## src/rtl/tick_timer_pkg.sv

```systemverilog
package tick_timer_pkg;

    localparam int DATA_W   = 32;
    localparam int FLAG_BIT = 16;

    typedef enum logic [1:0] {
        SEL_CTRL    = 2'd0,
        SEL_RELOAD  = 2'd1,
        SEL_CURRENT = 2'd2,
        SEL_CALIB   = 2'd3
    } reg_sel_e;

    typedef struct packed {
        logic use_cpu;
        logic irq_en;
        logic run;
    } ctrl_t;

    typedef struct packed {
        logic     hit;
        reg_sel_e sel;
    } decode_t;

    function automatic logic [DATA_W-1:0] ctrl_word(ctrl_t c, logic flag);
        logic [DATA_W-1:0] w;
        w = '0;
        w[2:0] = c;
        w[FLAG_BIT] = flag;
        return w;
    endfunction

endpackage

```

## src/rtl/tick_timer_regs.sv

```systemverilog
module tick_timer_regs
    import tick_timer_pkg::*;
#(
    parameter int ADDR_W = 8,
    parameter int CNT_W = 24,
    parameter int CALIB_VALUE = 10000
) (
    input  logic              clk,
    input  logic              rst,
    input  logic [ADDR_W-1:0] addr,
    input  logic              rd,
    input  logic              wr,
    input  logic [DATA_W-1:0] wdata,
    input  logic              priv,
    input  logic [CNT_W-1:0]  cnt,
    input  logic              expire,
    output logic [DATA_W-1:0] rdata,
    output logic              err,
    output ctrl_t             ctrl,
    output logic [CNT_W-1:0]  reload,
    output logic              cur_wr,
    output logic              en_rise,
    output logic              flag,
    output logic              irq
);
    localparam int PAD_W = DATA_W - CNT_W;

    function automatic decode_t decode(input logic [ADDR_W-1:0] a);
        decode_t d;
        d.hit = (a[1:0] == 2'b00) && (a[ADDR_W-1:4] == '0);
        d.sel = reg_sel_e'(a[3:2]);
        return d;
    endfunction

    function automatic logic [CNT_W-1:0] low_bits(input logic [DATA_W-1:0] w);
        return w[CNT_W-1:0];
    endfunction

    decode_t dec;
    logic    rd_ok, wr_ok, ctrl_wr, ctrl_rd, reload_wr;
    logic [DATA_W-1:0] rd_mux;

    always_comb begin
        dec       = decode(addr);
        rd_ok     = rd && priv && dec.hit;
        wr_ok     = wr && priv && dec.hit;
        ctrl_wr   = wr_ok && (dec.sel == SEL_CTRL);
        ctrl_rd   = rd_ok && (dec.sel == SEL_CTRL);
        reload_wr = wr_ok && (dec.sel == SEL_RELOAD);
        cur_wr    = wr_ok && (dec.sel == SEL_CURRENT);
        en_rise   = ctrl_wr && wdata[0] && !ctrl.run;
        case (dec.sel)
            SEL_CTRL:    rd_mux = ctrl_word(ctrl, flag);
            SEL_RELOAD:  rd_mux = {{PAD_W{1'b0}}, reload};
            SEL_CURRENT: rd_mux = {{PAD_W{1'b0}}, cnt};
            default:     rd_mux = DATA_W'(CALIB_VALUE);
        endcase
    end

    always_ff @(posedge clk) begin
        if (rst) begin
            ctrl   <= '0;
            reload <= '0;
            flag   <= 1'b0;
            irq    <= 1'b0;
            rdata  <= '0;
            err    <= 1'b0;
        end else begin
            if (ctrl_wr)
                ctrl <= ctrl_t'(wdata[2:0]);
            if (reload_wr)
                reload <= low_bits(wdata);
            if (expire)
                flag <= 1'b1;
            else if (ctrl_rd || cur_wr)
                flag <= 1'b0;
            irq   <= expire && ctrl.irq_en;
            err   <= (rd || wr) && !priv;
            rdata <= rd_ok ? rd_mux : '0;
        end
    end

    a_r8_no_side_effect: assert property (@(posedge clk) disable iff (rst)
        ((rd || wr) && !priv) |=> ($stable(reload) && $stable(ctrl) && err));
    a_r3_flag_only_on_expiry: assert property (@(posedge clk) disable iff (rst)
        $rose(flag) |-> $past(expire));
    a_r10_irq_single: assert property (@(posedge clk) disable iff (rst)
        irq |=> !irq);
    a_r10_irq_with_flag: assert property (@(posedge clk) disable iff (rst)
        irq |-> flag);

endmodule

```

## src/rtl/tick_timer_counter.sv

```systemverilog
module tick_timer_counter #(
    parameter int CNT_W = 24
) (
    input  logic             clk,
    input  logic             rst,
    input  logic             tick,
    input  logic             run,
    input  logic [CNT_W-1:0] reload,
    input  logic             cur_wr,
    input  logic             en_rise,
    output logic [CNT_W-1:0] cnt,
    output logic             expire
);
    localparam logic [CNT_W-1:0] ONE = CNT_W'(1);

    logic halted;
    logic step;
    logic reload_zero;

    always_comb begin
        reload_zero = (reload == '0);
        step        = run && tick && !halted && !cur_wr;
        expire      = step && (cnt == ONE);
    end

    always_ff @(posedge clk) begin
        if (rst) begin
            cnt    <= '0;
            halted <= 1'b0;
        end else if (cur_wr) begin
            cnt <= '0;
            if (reload_zero)
                halted <= 1'b1;
        end else begin
            if (en_rise)
                halted <= 1'b0;
            if (step) begin
                if (cnt == '0) begin
                    cnt <= reload;
                end else begin
                    cnt <= cnt - ONE;
                    if ((cnt == ONE) && reload_zero)
                        halted <= 1'b1;
                end
            end
        end
    end

    a_r9_hold_when_stopped: assert property (@(posedge clk) disable iff (rst)
        (!run && !cur_wr) |=> $stable(cnt));
    a_r7_cur_write_zeroes: assert property (@(posedge clk) disable iff (rst)
        cur_wr |=> (cnt == '0));
    a_r11_halt_holds: assert property (@(posedge clk) disable iff (rst)
        (halted && !en_rise && !cur_wr) |=> $stable(cnt));

endmodule

```

## src/rtl/tick_timer.sv

```systemverilog
module tick_timer
    import tick_timer_pkg::*;
#(
    parameter int ADDR_W = 8,
    parameter int CNT_W = 24,
    parameter int CALIB_VALUE = 10000
) (
    input  logic              clk,
    input  logic              rst,
    input  logic [ADDR_W-1:0] bus_addr,
    input  logic              bus_rd,
    input  logic              bus_wr,
    input  logic [31:0]       bus_wdata,
    input  logic              bus_priv,
    output logic [31:0]       bus_rdata,
    output logic              bus_err,
    input  logic              ref_tick,
    input  logic              cpu_tick,
    output logic              irq_pulse
);
    ctrl_t            ctrl;
    logic [CNT_W-1:0] reload, cnt;
    logic             cur_wr, en_rise, flag, expire, tick_sel;

    assign tick_sel = ctrl.use_cpu ? cpu_tick : ref_tick;

    tick_timer_regs #(
        .ADDR_W(ADDR_W), .CNT_W(CNT_W), .CALIB_VALUE(CALIB_VALUE)
    ) u_regs (
        .clk(clk), .rst(rst), .addr(bus_addr), .rd(bus_rd), .wr(bus_wr),
        .wdata(bus_wdata), .priv(bus_priv), .cnt(cnt), .expire(expire),
        .rdata(bus_rdata), .err(bus_err), .ctrl(ctrl), .reload(reload),
        .cur_wr(cur_wr), .en_rise(en_rise), .flag(flag), .irq(irq_pulse)
    );

    tick_timer_counter #(.CNT_W(CNT_W)) u_counter (
        .clk(clk), .rst(rst), .tick(tick_sel), .run(ctrl.run),
        .reload(reload), .cur_wr(cur_wr), .en_rise(en_rise),
        .cnt(cnt), .expire(expire)
    );

endmodule

```

## config.mk

```make
export PLATFORM = sky130hd
export DESIGN_NAME = tick_timer
export DESIGN_NICKNAME = d
export VERILOG_FILES = /design/src/rtl/tick_timer_pkg.sv /design/src/rtl/tick_timer_regs.sv /design/src/rtl/tick_timer_counter.sv /design/src/rtl/tick_timer.sv
export SDC_FILE = /design/constraint.sdc
export NUM_CORES = 1
export LEC_CHECK = 0
export BUFFER_PORTS_ARGS = -buffer_cell sky130_fd_sc_hd__buf_2
export CAP_MARGIN = 20
export CORE_UTILIZATION = 28
export CTS_CLUSTER_DIAMETER = 60
export CTS_CLUSTER_SIZE = 20
export DETAILED_ROUTE_END_ITERATION = 10
export GPL_TIMING_DRIVEN = 0
export PLACE_DENSITY = 0.45
export SYNTH_ARGS = -nofsm -noshare
export SYNTH_HDL_FRONTEND = slang
export SYNTH_SLANG_ARGS = --single-unit
```

## constraint.sdc

```tcl
create_clock -name clk -period 1.9 [get_ports clk]
set_clock_uncertainty 0.05 [all_clocks]
set_input_delay 0.095 -clock clk [delete_from_list [all_inputs] [get_ports clk]]
set_output_delay 0.095 -clock clk [all_outputs]
set_load 0.1 [all_outputs]
```

==> results_tabular.tex, run 1 <==
\begin{tabular}{lr}
\hline
Metric & Value \\
\hline
\multicolumn{2}{l}{\textbf{Run status}} \\
\quad Outcome & complete, but fails checks \\
\quad Failing checks & setup timing \\
\multicolumn{2}{l}{\textbf{Power}} \\
\quad Reported leakage power & 2.18 nW \\
\quad Maximum ir drop on the vdd rail & 380 uV \\
\quad Part of the power in registers & 44.3\% \\
\quad Logic gate share of total power & 7.4\% \\
\quad Clk pwr share & 48.3\% \\
\quad Cell Int Power & 2.87 mW \\
\quad Switching fraction of total power & 23.0\% \\
\quad Power per standard cell area & 669 nW/um\^{}2 \\
\quad Net Sw Power & 857 uW \\
\multicolumn{2}{l}{\textbf{STA}} \\
\quad Fin Setup TNS & -0.316 ns \\
\quad Max Transition Viols Final & 0 \\
\quad Setup violation total in the final timing report & 7 \\
\quad Hold violation count in the final report & 0 \\
\quad RSZ-0062 raised after global routing & true \\
\quad Achievable frequency & 503 MHz \\
\quad Worst Tran Pin Value & 0.757 ns \\
\quad Period Utilization, post-route & 105\% \\
\quad Worst slew margin & 49.5\% \\
\quad Time the final worst path needs with I/O delays and setup & 1.99 ns \\
\quad Worst Slack Setup Final & -0.0886 ns \\
\multicolumn{2}{l}{\textbf{Clock network}} \\
\quad TritonCTS Buffers & 9 \\
\quad Clock Latency Late Sink & 0.35 ns \\
\quad Total clock sinks & 79 \\
\quad Number of H-tree levels & 3 \\
\quad TritonCTS clock tree & yes \\
\quad Clock edge transition at the registers on the reported setup and hold paths & 0.06 ns \\
\quad Root Buffer Master & clkbuf\_16 \\
\quad Maximum count of clock buffers along a single path & 2 \\
\multicolumn{2}{l}{\textbf{Global routing}} \\
\quad Overall Global Routing Usage & 20.1\% \\
\quad Wire length of the first global-routing pass & 21800 um \\
\quad Pin count of the biggest net entering global routing & 13 \\
\quad Total overflow reported by the global router & 0 \\
\quad Initial antenna violation count & 0 \\
\quad Via count of the first global-routing pass & 4027 \\
\multicolumn{2}{l}{\textbf{Critical path}} \\
\quad Kind of critical path & flop to flop \\
\quad Required time at the worst-slack endpoint & 2.12 ns \\
\quad Worst setup slack for register-to-register paths & -0.09 ns \\
\quad Critical path endpoint category & flop \\
\quad Capturing point of the worst reg2reg path & u\_counter.cnt[23] \\
\quad Reg2Reg Depth & 7 \\
\quad Crit path max fanout & 6 \\
\quad FF-to-FF Start & u\_counter.cnt[8] \\
\quad Endpoint arrival time on the critical path & 2.20 ns \\
\quad Critical path startpoint category & flop \\
\multicolumn{2}{l}{\textbf{Synthesis}} \\
\quad Post-synthesis sequential element count & 79 \\
\quad Proportion of synthesized chip area in sequential cells & 40.5\% \\
\quad Post-synthesis cell area & 3910 sq um \\
\quad Ys Warns & 0 \\
\quad Fraction of registers with async set or reset after synthesis & 0\% \\
\quad Area share of fa/ha/maj cells after synthesis & 0.960\% \\
\quad Synthesized-area fraction occupied by ao, oa, aoi and oai cells & 21.0\% \\
\quad Cell type with the largest total area after synthesis & dfxtp\_1 \\
\quad Number of enable-type register cells in the synthesized netlist & 0 \\
\quad Largest family of logic cells by synthesized area & simple AND/OR/NAND/NOR gates \\
\quad Most used flip-flop cell after synthesis & dfxtp\_1 \\
\quad Number of standard cells after synthesis & 472 \\
\quad Synth top cells by count & dfxtp\_1 (79), nand2\_1 (69), a21oi\_1 (54) \\
\quad Synthesized-area fraction occupied by and/or/nand/nor cells & 26.8\% \\
\quad Share of the synthesized netlist area taken by xor and xnor gates & 0\% \\
\quad Cell with the most instances after synthesis & dfxtp\_1 \\
\quad Top area cells in the synthesized netlist & dfxtp\_1 (40\%), a21oi\_1 (6.9\%), nand2\_1 (6.6\%) \\
\quad Syn\_area\_per\_cell & 8.28 sq um \\
\quad Multiplexer fraction of the synthesized cell area & 4.39\% \\
\quad Count of unique library cells instantiated by Yosys & 62 \\
\quad Area share of the largest cell type after synthesis & 40.5\% \\
\multicolumn{2}{l}{\textbf{Placed design}} \\
\quad Final weighted congestion of routability-driven global placement & 0.919 \\
\quad Count of buffers inserted at the top-level ports & 63 \\
\quad HPWL after detailed placement & 9500 um \\
\quad Setup slack at placement & -0.425 ns \\
\multicolumn{2}{l}{\textbf{Drt}} \\
\quad Avg WL per Cell & 17.8 um \\
\quad Post-route DRC & 0 \\
\quad Final ANT Viol Nets & 0 \\
\quad Total wire length after detailed routing & 14000 um \\
\quad Via density & 5.31 \\
\quad Vias & 4157 \\
\quad DRT iter0 DRCs & 220 \\
\quad Drt pass-1 iters & 5 \\
\multicolumn{2}{l}{\textbf{Floorplanning}} \\
\quad Overall die height & 120 um \\
\quad Initial Util & 29.1\% \\
\quad Width of the die & 120 um \\
\quad FP Rows & 42 \\
\quad Number of primary I/O pins & 81 \\
\quad Core region area & 13500 sq um \\
\quad Die area & 14400 sq um \\
\multicolumn{2}{l}{\textbf{Final layout}} \\
\quad Filler cell count & 1434 \\
\quad Antenna diodes & 0 \\
\quad Core Util, Final & 41.4\% \\
\quad Count of nets after finishing & 652 \\
\quad Share of final-layout standard cells stronger than drive strength 1 & 32.6\% \\
\quad Area added between synthesis and finish & 42.6\% \\
\multicolumn{2}{l}{\textbf{Hold path}} \\
\quad Class of the most critical hold timing path & primary input to flop \\
\quad Worst hold path startpoint & bus\_addr[2] \\
\quad Hold Path End & u\_regs.ctrl[2] \\
\quad Number of cells on the worst hold path & 4 \\
\multicolumn{2}{l}{\textbf{Run}} \\
\quad Reported max-cap violation count & 0 \\
\hline
\end{tabular}
-- per-layer routing --
metal	wire length [um]	vias up	track usage [%]
met5	0	-	0
met4	648	0	12.6
met3	840	37	4.52
met2	6310	158	31.0
met1	6150	1988	25.3
li1	-	1974	-
-- state kept, by name, summed over array words and instances (netlist names) --
signal and flops:
u_counter.cnt 24, u_regs.rdata 24, u_regs.reload 24, u_regs.ctrl 3, u_counter.halted 1, u_regs.err 1, u_regs.flag 1, u_regs.irq 1
-- how the worst max path moves through the flow --
stage | startpoint | to | slack [ns] | cells after the start
after floorplan | u_counter.cnt[0] | u_counter.cnt[22] | 0.03 | 8
after global placement | bus_addr[3] | u_counter.cnt[4] | -0.45 | 7
after detailed placement | bus_addr[3] | u_counter.cnt[23] | -0.43 | 7
after CTS | u_counter.cnt[2] | u_counter.cnt[23] | -0.07 | 6
after global routing | u_counter.cnt[8] | u_counter.cnt[19] | -0.13 | 7
final | u_counter.cnt[8] | u_counter.cnt[23] | -0.09 | 7
-- through the flow --
step | std cells | total power [mW] | hold WS [ns] | instance area, sq um
floorplan | 479 | 1.84 | 0.124 | 3940
global placement | 718 | 1.92 | 0.252 | 4470
detailed placement | 718 | 1.92 | 0.254 | 4470
CTS | 776 | 3.78 | 0.137 | 5310
global route | 783 | 3.85 | 0.189 | 5580
finish | 783 | 3.73 | 0.160 | 5580
-- kinds of logic (layout without fill, tap and decap cells) --
group           Yosys count  count (layout)
other cells               1               8
simple gates            194             195
flops                    79              79
mux                      17              17
compound gates          131             131
buf+inv                  47             174
fa+ha+maj                 3               3
-- repair_timing --
action / in CTS / in global routing
buffers inserted: 18 / 7
resized for setup: 37 / 53
endpoints found under the setup margin: 25 / 55
hold buffers: 26 / 0
endpoints found under the hold margin: 28 / 0
pin swaps: 12 / 24
gates cloned: 1 / 0
-- critical path, cell delays in order (launching register included) --
cell and delay [ns]:
dfxtp_1 0.30, buf_6 0.12, or4_4 0.53, nor3_4 0.33, buf_4 0.17, and3_4 0.17
mux2i_1 0.06, o22ai_1 0.17
-- area by class of cell --
cell class | instances | area (sq um) | share of cell area [%]
multi-input cells | 354 | 2390 | 43.0
flip-flops and latches | 79 | 1600 | 28.7
repair buffers | 114 | 782 | 14.0
clock buffers | 13 | 270 | 4.85
plain buffers | 38 | 238 | 4.26
well taps | 176 | 220 | 3.95
clock inverters | 3 | 40.0 | 0.718
inverters | 6 | 27.5 | 0.494
-- layout by cell type, fill, tap and decap left out, types with 9 or more instances in the layout --
master,n
a21oi_1,48
a22oi_1,16
buf_2,69
buf_4,30
buf_6,9
clkbuf_1,15
clkbuf_16,9
dfxtp_1,68
dlygate4sd3_1,26
mux2i_1,15
nand2_1,68
nor2_1,39
o22ai_1,10
-- power by group through the flow --
stage	clock, mW	combinational [mW]	sequential (mW)
after floorplan	0	0.137	1.70
after global placement	0	0.221	1.70
after detailed placement	0	0.222	1.70
after CTS	1.85	0.267	1.66
after global routing	1.90	0.293	1.65
final	1.80	0.276	1.65
Note: power is estimated with default switching activity, not from simulation.
==> inputs of run 2 (changes only) <==
--- a/config.mk
+++ b/config.mk
@@ -16,3 +16,4 @@
 export SYNTH_ARGS = -nofsm -noshare
 export SYNTH_HDL_FRONTEND = slang
 export SYNTH_SLANG_ARGS = --single-unit
+export TNS_END_PERCENT = 20
==> run 2 against run 1 <==
Net effect:
- die area is the same
- critical path depth shrank 1
- highest routed layer unchanged
- critical path type unchanged
- combinational power is essentially flat
- critical endpoint unchanged
- the run still ends with setup timing left
==> results_tabular.tex, run 2 (synthesis results as in run 1) <==
\begin{tabular}{lr}
\hline
Metric & Value \\
\hline
\multicolumn{2}{l}{\textbf{Global routing}} \\
\quad Initial antenna violation count & 0 \\
\quad Total overflow reported by the global router & 0 \\
\quad Overall Global Routing Usage & 19.9\% \\
\quad Via count of the first global-routing pass & 3940 \\
\quad Pin count of the biggest net entering global routing & 13 \\
\quad Wire length of the first global-routing pass & 21600 um \\
\multicolumn{2}{l}{\textbf{Critical path}} \\
\quad Cell type of the slowest stage on the worst timing path & or4\_4 \\
\quad Critical Path Source & u\_counter.cnt[5] \\
\quad Endpoint arrival time on the critical path & 2.17 ns \\
\quad Critical path startpoint category & flop \\
\quad Reg2Reg Depth & 6 \\
\quad Critical path endpoint category & flop \\
\quad FF-to-FF Start & u\_counter.cnt[5] \\
\quad Capturing point of the worst reg2reg path & u\_counter.cnt[23] \\
\quad Worst setup slack for register-to-register paths & -0.06 ns \\
\quad Required time at the worst-slack endpoint & 2.12 ns \\
\quad Capture point of the critical path & u\_counter.cnt[23] \\
\quad Crit path max fanout & 5 \\
\quad Kind of critical path & flop to flop \\
\quad Cells traversed along the worst timing path & or4\_4 -> nor3\_4 -> buf\_4 -> and3\_4 -> mux2i\_1 -> o22ai\_1 \\
\quad Delay contributed by the slowest stage of the critical path & 0.58 ns \\
\multicolumn{2}{l}{\textbf{Final layout}} \\
\quad Final std cell area, no fill & 5570 sq um \\
\quad Antenna diodes & 0 \\
\quad Area added between synthesis and finish & 42.4\% \\
\quad Share of final-layout standard cells stronger than drive strength 1 & 33.1\% \\
\quad Most common cell after layout, fill and taps aside & buf\_2 \\
\quad Filler cell count & 1417 \\
\quad Commonest cells after routing, fill and taps aside & buf\_2 (70), nand2\_1 (67), dfxtp\_1 (67) \\
\quad Count of nets after finishing & 653 \\
\quad Regs by FF count & u\_counter.cnt x24, u\_regs.rdata x24, u\_regs.reload x24 \\
\multicolumn{2}{l}{\textbf{Drt}} \\
\quad Vias & 4077 \\
\quad Via density & 5.20 \\
\quad Sum of met3 wire segment lengths after detailed routing & 842 um \\
\quad Max Used Layer & met4 \\
\quad Total met2 wirelength after detailed routing & 6300 um \\
\quad Met1 wire length & 6000 um \\
\quad Final ANT Viol Nets & 0 \\
\quad Drt pass-1 iters & 5 \\
\quad DRT iter0 DRCs & 208 \\
\quad Avg WL per Cell & 17.5 um \\
\quad Post-route DRC & 0 \\
\quad Total wire length after detailed routing & 13800 um \\
\multicolumn{2}{l}{\textbf{Floorplanning}} \\
\quad Overall die height & 120 um \\
\quad Die area & 14400 sq um \\
\quad Number of primary I/O pins & 81 \\
\quad Width of the die & 120 um \\
\quad Initial Util & 29.1\% \\
\quad Core region area & 13500 sq um \\
\quad FP Rows & 42 \\
\multicolumn{2}{l}{\textbf{STA}} \\
\quad RSZ-0062 raised after global routing & true \\
\quad Period Utilization, post-route & 103\% \\
\quad Worst Tran Pin Value & 0.761 ns \\
\quad Hold violation count in the final report & 0 \\
\quad Achievable frequency & 511 MHz \\
\quad Time the final worst path needs with I/O delays and setup & 1.96 ns \\
\quad Worst slew margin & 49.3\% \\
\quad Setup violation total in the final timing report & 4 \\
\quad Worst Slack Setup Final & -0.0582 ns \\
\quad Max Transition Viols Final & 0 \\
\multicolumn{2}{l}{\textbf{Clock network}} \\
\quad Clock Latency Late Sink & 0.35 ns \\
\quad Root Buffer Master & clkbuf\_16 \\
\quad TritonCTS clock tree & yes \\
\quad Maximum count of clock buffers along a single path & 2 \\
\quad Clock edge transition at the registers on the reported setup and hold paths & 0.06 ns \\
\quad Total clock sinks & 79 \\
\quad TritonCTS Buffers & 9 \\
\quad Number of H-tree levels & 3 \\
\multicolumn{2}{l}{\textbf{Power}} \\
\quad Maximum ir drop on the vdd rail & 381 uV \\
\quad Power per standard cell area & 670 nW/um\^{}2 \\
\quad Reported leakage power & 2.16 nW \\
\multicolumn{2}{l}{\textbf{Placed design}} \\
\quad Final weighted congestion of routability-driven global placement & 0.919 \\
\quad HPWL after detailed placement & 9500 um \\
\quad Count of buffers inserted at the top-level ports & 63 \\
\quad Area of placed instances & 4470 sq um \\
\quad Setup slack at placement & -0.425 ns \\
\multicolumn{2}{l}{\textbf{Run}} \\
\quad Reported max-cap violation count & 0 \\
\multicolumn{2}{l}{\textbf{Run status}} \\
\quad Failing checks & setup timing \\
\quad Outcome & complete, but fails checks \\
\multicolumn{2}{l}{\textbf{Hold path}} \\
\quad Number of cells on the worst hold path & 4 \\
\quad Class of the most critical hold timing path & primary input to flop \\
\hline
\end{tabular}
-- run 2: timing repair --
| item | 4_1_cts | 5_1_grt |
|---|---|---|
| setup endpoints to repair | 25 | 53 |
| endpoints found under the hold margin | 28 | 0 |
| pin swaps | 12 | 21 |
| buffers inserted | 13 | 13 |
| resized for setup | 36 | 51 |
| cloned | 1 | 0 |
| hold buffers | 26 | 0 |
-- run 2: final cells by class --
type / count / area (sq um) / share of cell area [%]
inverter: 6 / 25.0 / 0.450
buffer: 38 / 231 / 4.16
multi-input combinational: 354 / 2390 / 43.0
sequential: 79 / 1600 / 28.8
clock buffer: 13 / 270 / 4.86
clock inverter: 3 / 40.0 / 0.719
tap: 176 / 220 / 3.96
timing repair buffer: 115 / 786 / 14.1
-- run 2: layer usage --
layer  up-vias  track usage, %
met4         0            11.6
li1       1974               -
met3        30            4.28
met2       157            30.8
met5         -               0
met1      1916            25.4
-- run 2: power breakdown --
part	internal (mW)	switching, mW	leakage, nW
logic	0.0988	0.174	1.37
registers	1.66	0.000920	0.643
clock network	1.12	0.678	0.156
-- run 2: worst min-delay path by stage --
stage,start,end
6_report,bus_addr[2],u_regs.ctrl[2]
5_1_grt,bus_addr[6],u_regs.flag
4_1_cts,bus_addr[2],u_regs.ctrl[0]
3_5_place_dp,bus_priv,u_regs.err
3_3_place_gp,bus_priv,u_regs.err
2_1_floorplan,bus_priv,u_regs.err
-- run 2: worst max-delay path, delay by kind of cell (launching register included) --
kind | cells | cell delay [ns]
muxes | 1 | 0.06
AOI/OAI and AO/OA | 1 | 0.17
buffers and inverters | 1 | 0.17
DFF | 1 | 0.37
and+or+nand+nor | 3 | 1.05
-- run 2: metrics by stage --
stage | utilization (%) | hold slack, ns | total power [mW] | TNS, ns | std cells
6_report | 41.4 | 0.161 | 3.73 | -0.0962 | 784
5_1_grt | 41.4 | 0.187 | 3.85 | -0.960 | 784
4_1_cts | 39.1 | 0.137 | 3.78 | -0.265 | 771
3_5_place_dp | 33.2 | 0.254 | 1.92 | -16.10 | 718
3_3_place_gp | 33.2 | 0.252 | 1.92 | -17.04 | 718
2_1_floorplan | - | 0.124 | 1.84 | 0 | 479
==> inputs of run 3 (changes only) <==
--- a/config.mk
+++ b/config.mk
@@ -12,7 +12,7 @@
 export CTS_CLUSTER_SIZE = 20
 export DETAILED_ROUTE_END_ITERATION = 10
 export GPL_TIMING_DRIVEN = 0
-export PLACE_DENSITY = 0.45
+export PLACE_DENSITY = 0.43
 export SYNTH_ARGS = -nofsm -noshare
 export SYNTH_HDL_FRONTEND = slang
 export SYNTH_SLANG_ARGS = --single-unit
==> constraint.sdc (replaced) <==
create_clock -name clk -period 1.96 [get_ports clk]
set_clock_uncertainty 0.05 [all_clocks]
set_input_delay 0.098 -clock clk [delete_from_list [all_inputs] [get_ports clk]]
set_output_delay 0.098 -clock clk [all_outputs]
set_load 0.1 [all_outputs]
==> run 3 against run 2 <==
Net effect:
- the flow still finishes with violations (setup timing)
- final cell count decreased by 1.0%
- critical path type unchanged
- die area unchanged
- highest routed layer unchanged
- non-clock buffer count is 7 lower
- combinational power fell by 5%
- clock power is 4% higher
==> results_tabular.tex, run 3 (synthesis results as in run 1) <==
\begin{tabular}{lr}
\hline
Metric & Value \\
\hline
\multicolumn{2}{l}{\textbf{Clock network}} \\
\quad TritonCTS Buffers & 9 \\
\quad Clock Latency Late Sink & 0.35 ns \\
\quad Total clock sinks & 79 \\
\quad Root Buffer Master & clkbuf\_16 \\
\quad Number of H-tree levels & 3 \\
\quad Maximum count of clock buffers along a single path & 2 \\
\quad TritonCTS clock tree & yes \\
\quad Clock edge transition at the registers on the reported setup and hold paths & 0.06 ns \\
\multicolumn{2}{l}{\textbf{Critical path}} \\
\quad Critical path startpoint category & flop \\
\quad Worst setup slack for register-to-register paths & -0.01 ns \\
\quad Critical path endpoint category & flop \\
\quad Cell family contributing the most delay on the critical path & simple AND/OR/NAND/NOR gates \\
\quad Count of buffer and inverter cells on the critical path & 1 \\
\quad Required time at the worst-slack endpoint & 2.14 ns \\
\quad Cells traversed along the worst timing path & or4\_4 -> buf\_4 -> or4\_1 -> o22ai\_1 -> a211oi\_1 \\
\quad FF-to-FF Start & u\_counter.cnt[2] \\
\quad Delay contributed by the slowest stage of the critical path & 0.60 ns \\
\quad Endpoint arrival time on the critical path & 2.15 ns \\
\quad Crit path max fanout & 9 \\
\quad Kind of critical path & flop to flop \\
\quad Capturing point of the worst reg2reg path & u\_counter.cnt[5] \\
\quad Cell type of the slowest stage on the worst timing path & or4\_4 \\
\quad Reg2Reg Depth & 5 \\
\multicolumn{2}{l}{\textbf{Hold path}} \\
\quad Class of the most critical hold timing path & primary input to flop \\
\quad Worst hold path startpoint & bus\_addr[2] \\
\quad Hold Path End & u\_regs.ctrl[0] \\
\quad Number of cells on the worst hold path & 4 \\
\multicolumn{2}{l}{\textbf{STA}} \\
\quad Hold violation count in the final report & 0 \\
\quad Worst Tran Pin Value & 0.648 ns \\
\quad Time the final worst path needs with I/O delays and setup & 1.97 ns \\
\quad Minimum hold slack & 0.152 ns \\
\quad Worst Slack Setup Final & -0.0121 ns \\
\quad Period Utilization, post-route & 101\% \\
\quad Worst slew margin & 56.8\% \\
\quad Achievable frequency & 507 MHz \\
\quad Setup violation total in the final timing report & 3 \\
\quad RSZ-0062 raised after global routing & true \\
\quad Max Transition Viols Final & 0 \\
\multicolumn{2}{l}{\textbf{Final layout}} \\
\quad Count of nets after finishing & 645 \\
\quad Regs by FF count & u\_counter.cnt x24, u\_regs.rdata x24, u\_regs.reload x24 \\
\quad Share of final-layout standard cells stronger than drive strength 1 & 28.3\% \\
\quad Most common cell after layout, fill and taps aside & dfxtp\_1 \\
\quad Area added between synthesis and finish & 37.9\% \\
\quad Antenna diodes & 0 \\
\quad Commonest cells after routing, fill and taps aside & dfxtp\_1 (72), buf\_2 (71), nand2\_1 (68) \\
\multicolumn{2}{l}{\textbf{Drt}} \\
\quad Total wire length after detailed routing & 13700 um \\
\quad Drt pass-1 iters & 5 \\
\quad Vias & 4001 \\
\quad Avg WL per Cell & 17.7 um \\
\quad Post-route DRC & 0 \\
\quad Final ANT Viol Nets & 0 \\
\quad DRT iter0 DRCs & 248 \\
\quad Via density & 5.16 \\
\multicolumn{2}{l}{\textbf{Floorplanning}} \\
\quad Number of primary I/O pins & 81 \\
\quad Width of the die & 120 um \\
\quad FP Rows & 42 \\
\quad Overall die height & 120 um \\
\quad Initial Util & 29.1\% \\
\quad Core region area & 13500 sq um \\
\quad Die area & 14400 sq um \\
\multicolumn{2}{l}{\textbf{Placed design}} \\
\quad Final weighted congestion of routability-driven global placement & 0.862 \\
\quad Setup slack at placement & -0.420 ns \\
\quad Count of buffers inserted at the top-level ports & 63 \\
\quad HPWL after detailed placement & 9600 um \\
\multicolumn{2}{l}{\textbf{Power}} \\
\quad Reported leakage power & 2.10 nW \\
\quad Power per standard cell area & 693 nW/um\^{}2 \\
\quad Maximum ir drop on the vdd rail & 325 uV \\
\multicolumn{2}{l}{\textbf{Global routing}} \\
\quad Wire length of the first global-routing pass & 21500 um \\
\quad Initial antenna violation count & 0 \\
\quad Via count of the first global-routing pass & 3853 \\
\quad Overall Global Routing Usage & 19.8\% \\
\quad Total overflow reported by the global router & 0 \\
\quad Pin count of the biggest net entering global routing & 14 \\
\multicolumn{2}{l}{\textbf{Run}} \\
\quad Reported max-cap violation count & 0 \\
\multicolumn{2}{l}{\textbf{Run status}} \\
\quad Outcome & complete, but fails checks \\
\quad Failing checks & setup timing \\
\hline
\end{tabular}
-- run 3: area by class of cell --
type / instances / area, sq um
fillers: 1428 / 8060
multi-input cells: 353 / 2250
flip-flops and latches: 79 / 1590
repair buffers: 108 / 752
clock buffers: 11 / 253
plain buffers: 38 / 221
well taps: 176 / 220
clock inverters: 5 / 80.1
inverters: 6 / 22.5
-- run 3: how the worst max path moves through the flow --
stage | start | endpoint | slack, ns | cells after the start
finish | u_counter.cnt[2] | u_counter.cnt[5] | -0.01 | 5
global route | u_counter.cnt[0] | u_counter.cnt[20] | -0.09 | 8
CTS | u_counter.cnt[9] | u_counter.cnt[18] | -0.02 | 7
detailed placement | u_counter.cnt[0] | u_counter.cnt[14] | -0.42 | 8
global placement | u_counter.cnt[0] | u_counter.cnt[14] | -0.45 | 8
floorplan | u_counter.cnt[0] | u_counter.cnt[22] | 0.09 | 8
-- run 3: timing repair --
action,in CTS,in global routing
gates resized for setup,23,24
hold endpoints to repair,28,0
setup endpoints to repair,25,26
cloned,0,1
pin swaps,10,9
setup buffers,13,5
hold buffers,26,0
-- run 3: tightest hold or removal path, delay by kind of cell --
kind | cells | cell delay (ns)
muxes | 1 | 0.12
buffers and inverters | 1 | 0.13
and+or+nand+nor | 2 | 0.16
-- run 3: power by group --
part	internal [mW]	total, mW	leakage, nW	switching [mW]
combinational	0.0938	0.259	1.30	0.165
sequential	1.61	1.61	0.640	0.000844
clock	1.18	1.87	0.158	0.688
total	2.88	3.74	2.10	0.854
-- run 3: stage by stage --
stage	instance area [sq um]	std cells	power [mW]	setup TNS [ns]	util (%)
3_5_place_dp	4470	718	1.86	-10.54	33.2
2_1_floorplan	3940	479	1.78	0	-
5_1_grt	5390	776	3.84	-0.765	40.1
6_report	5390	776	3.74	-0.0241	40.1
3_3_place_gp	4470	718	1.86	-10.28	33.2
4_1_cts	5230	770	3.76	-0.0306	38.8
-- run 3: metal layers --
| metal | global-route usage [%] | routed length (um) | up-vias |
|---|---|---|---|
| met2 | 30.8 | 6230 | 128 |
| met4 | 8.83 | 340 | 0 |
| li1 | - | - | 1957 |
| met1 | 26.6 | 6350 | 1890 |
| met3 | 3.61 | 818 | 26 |
| met5 | 0 | 0 | - |
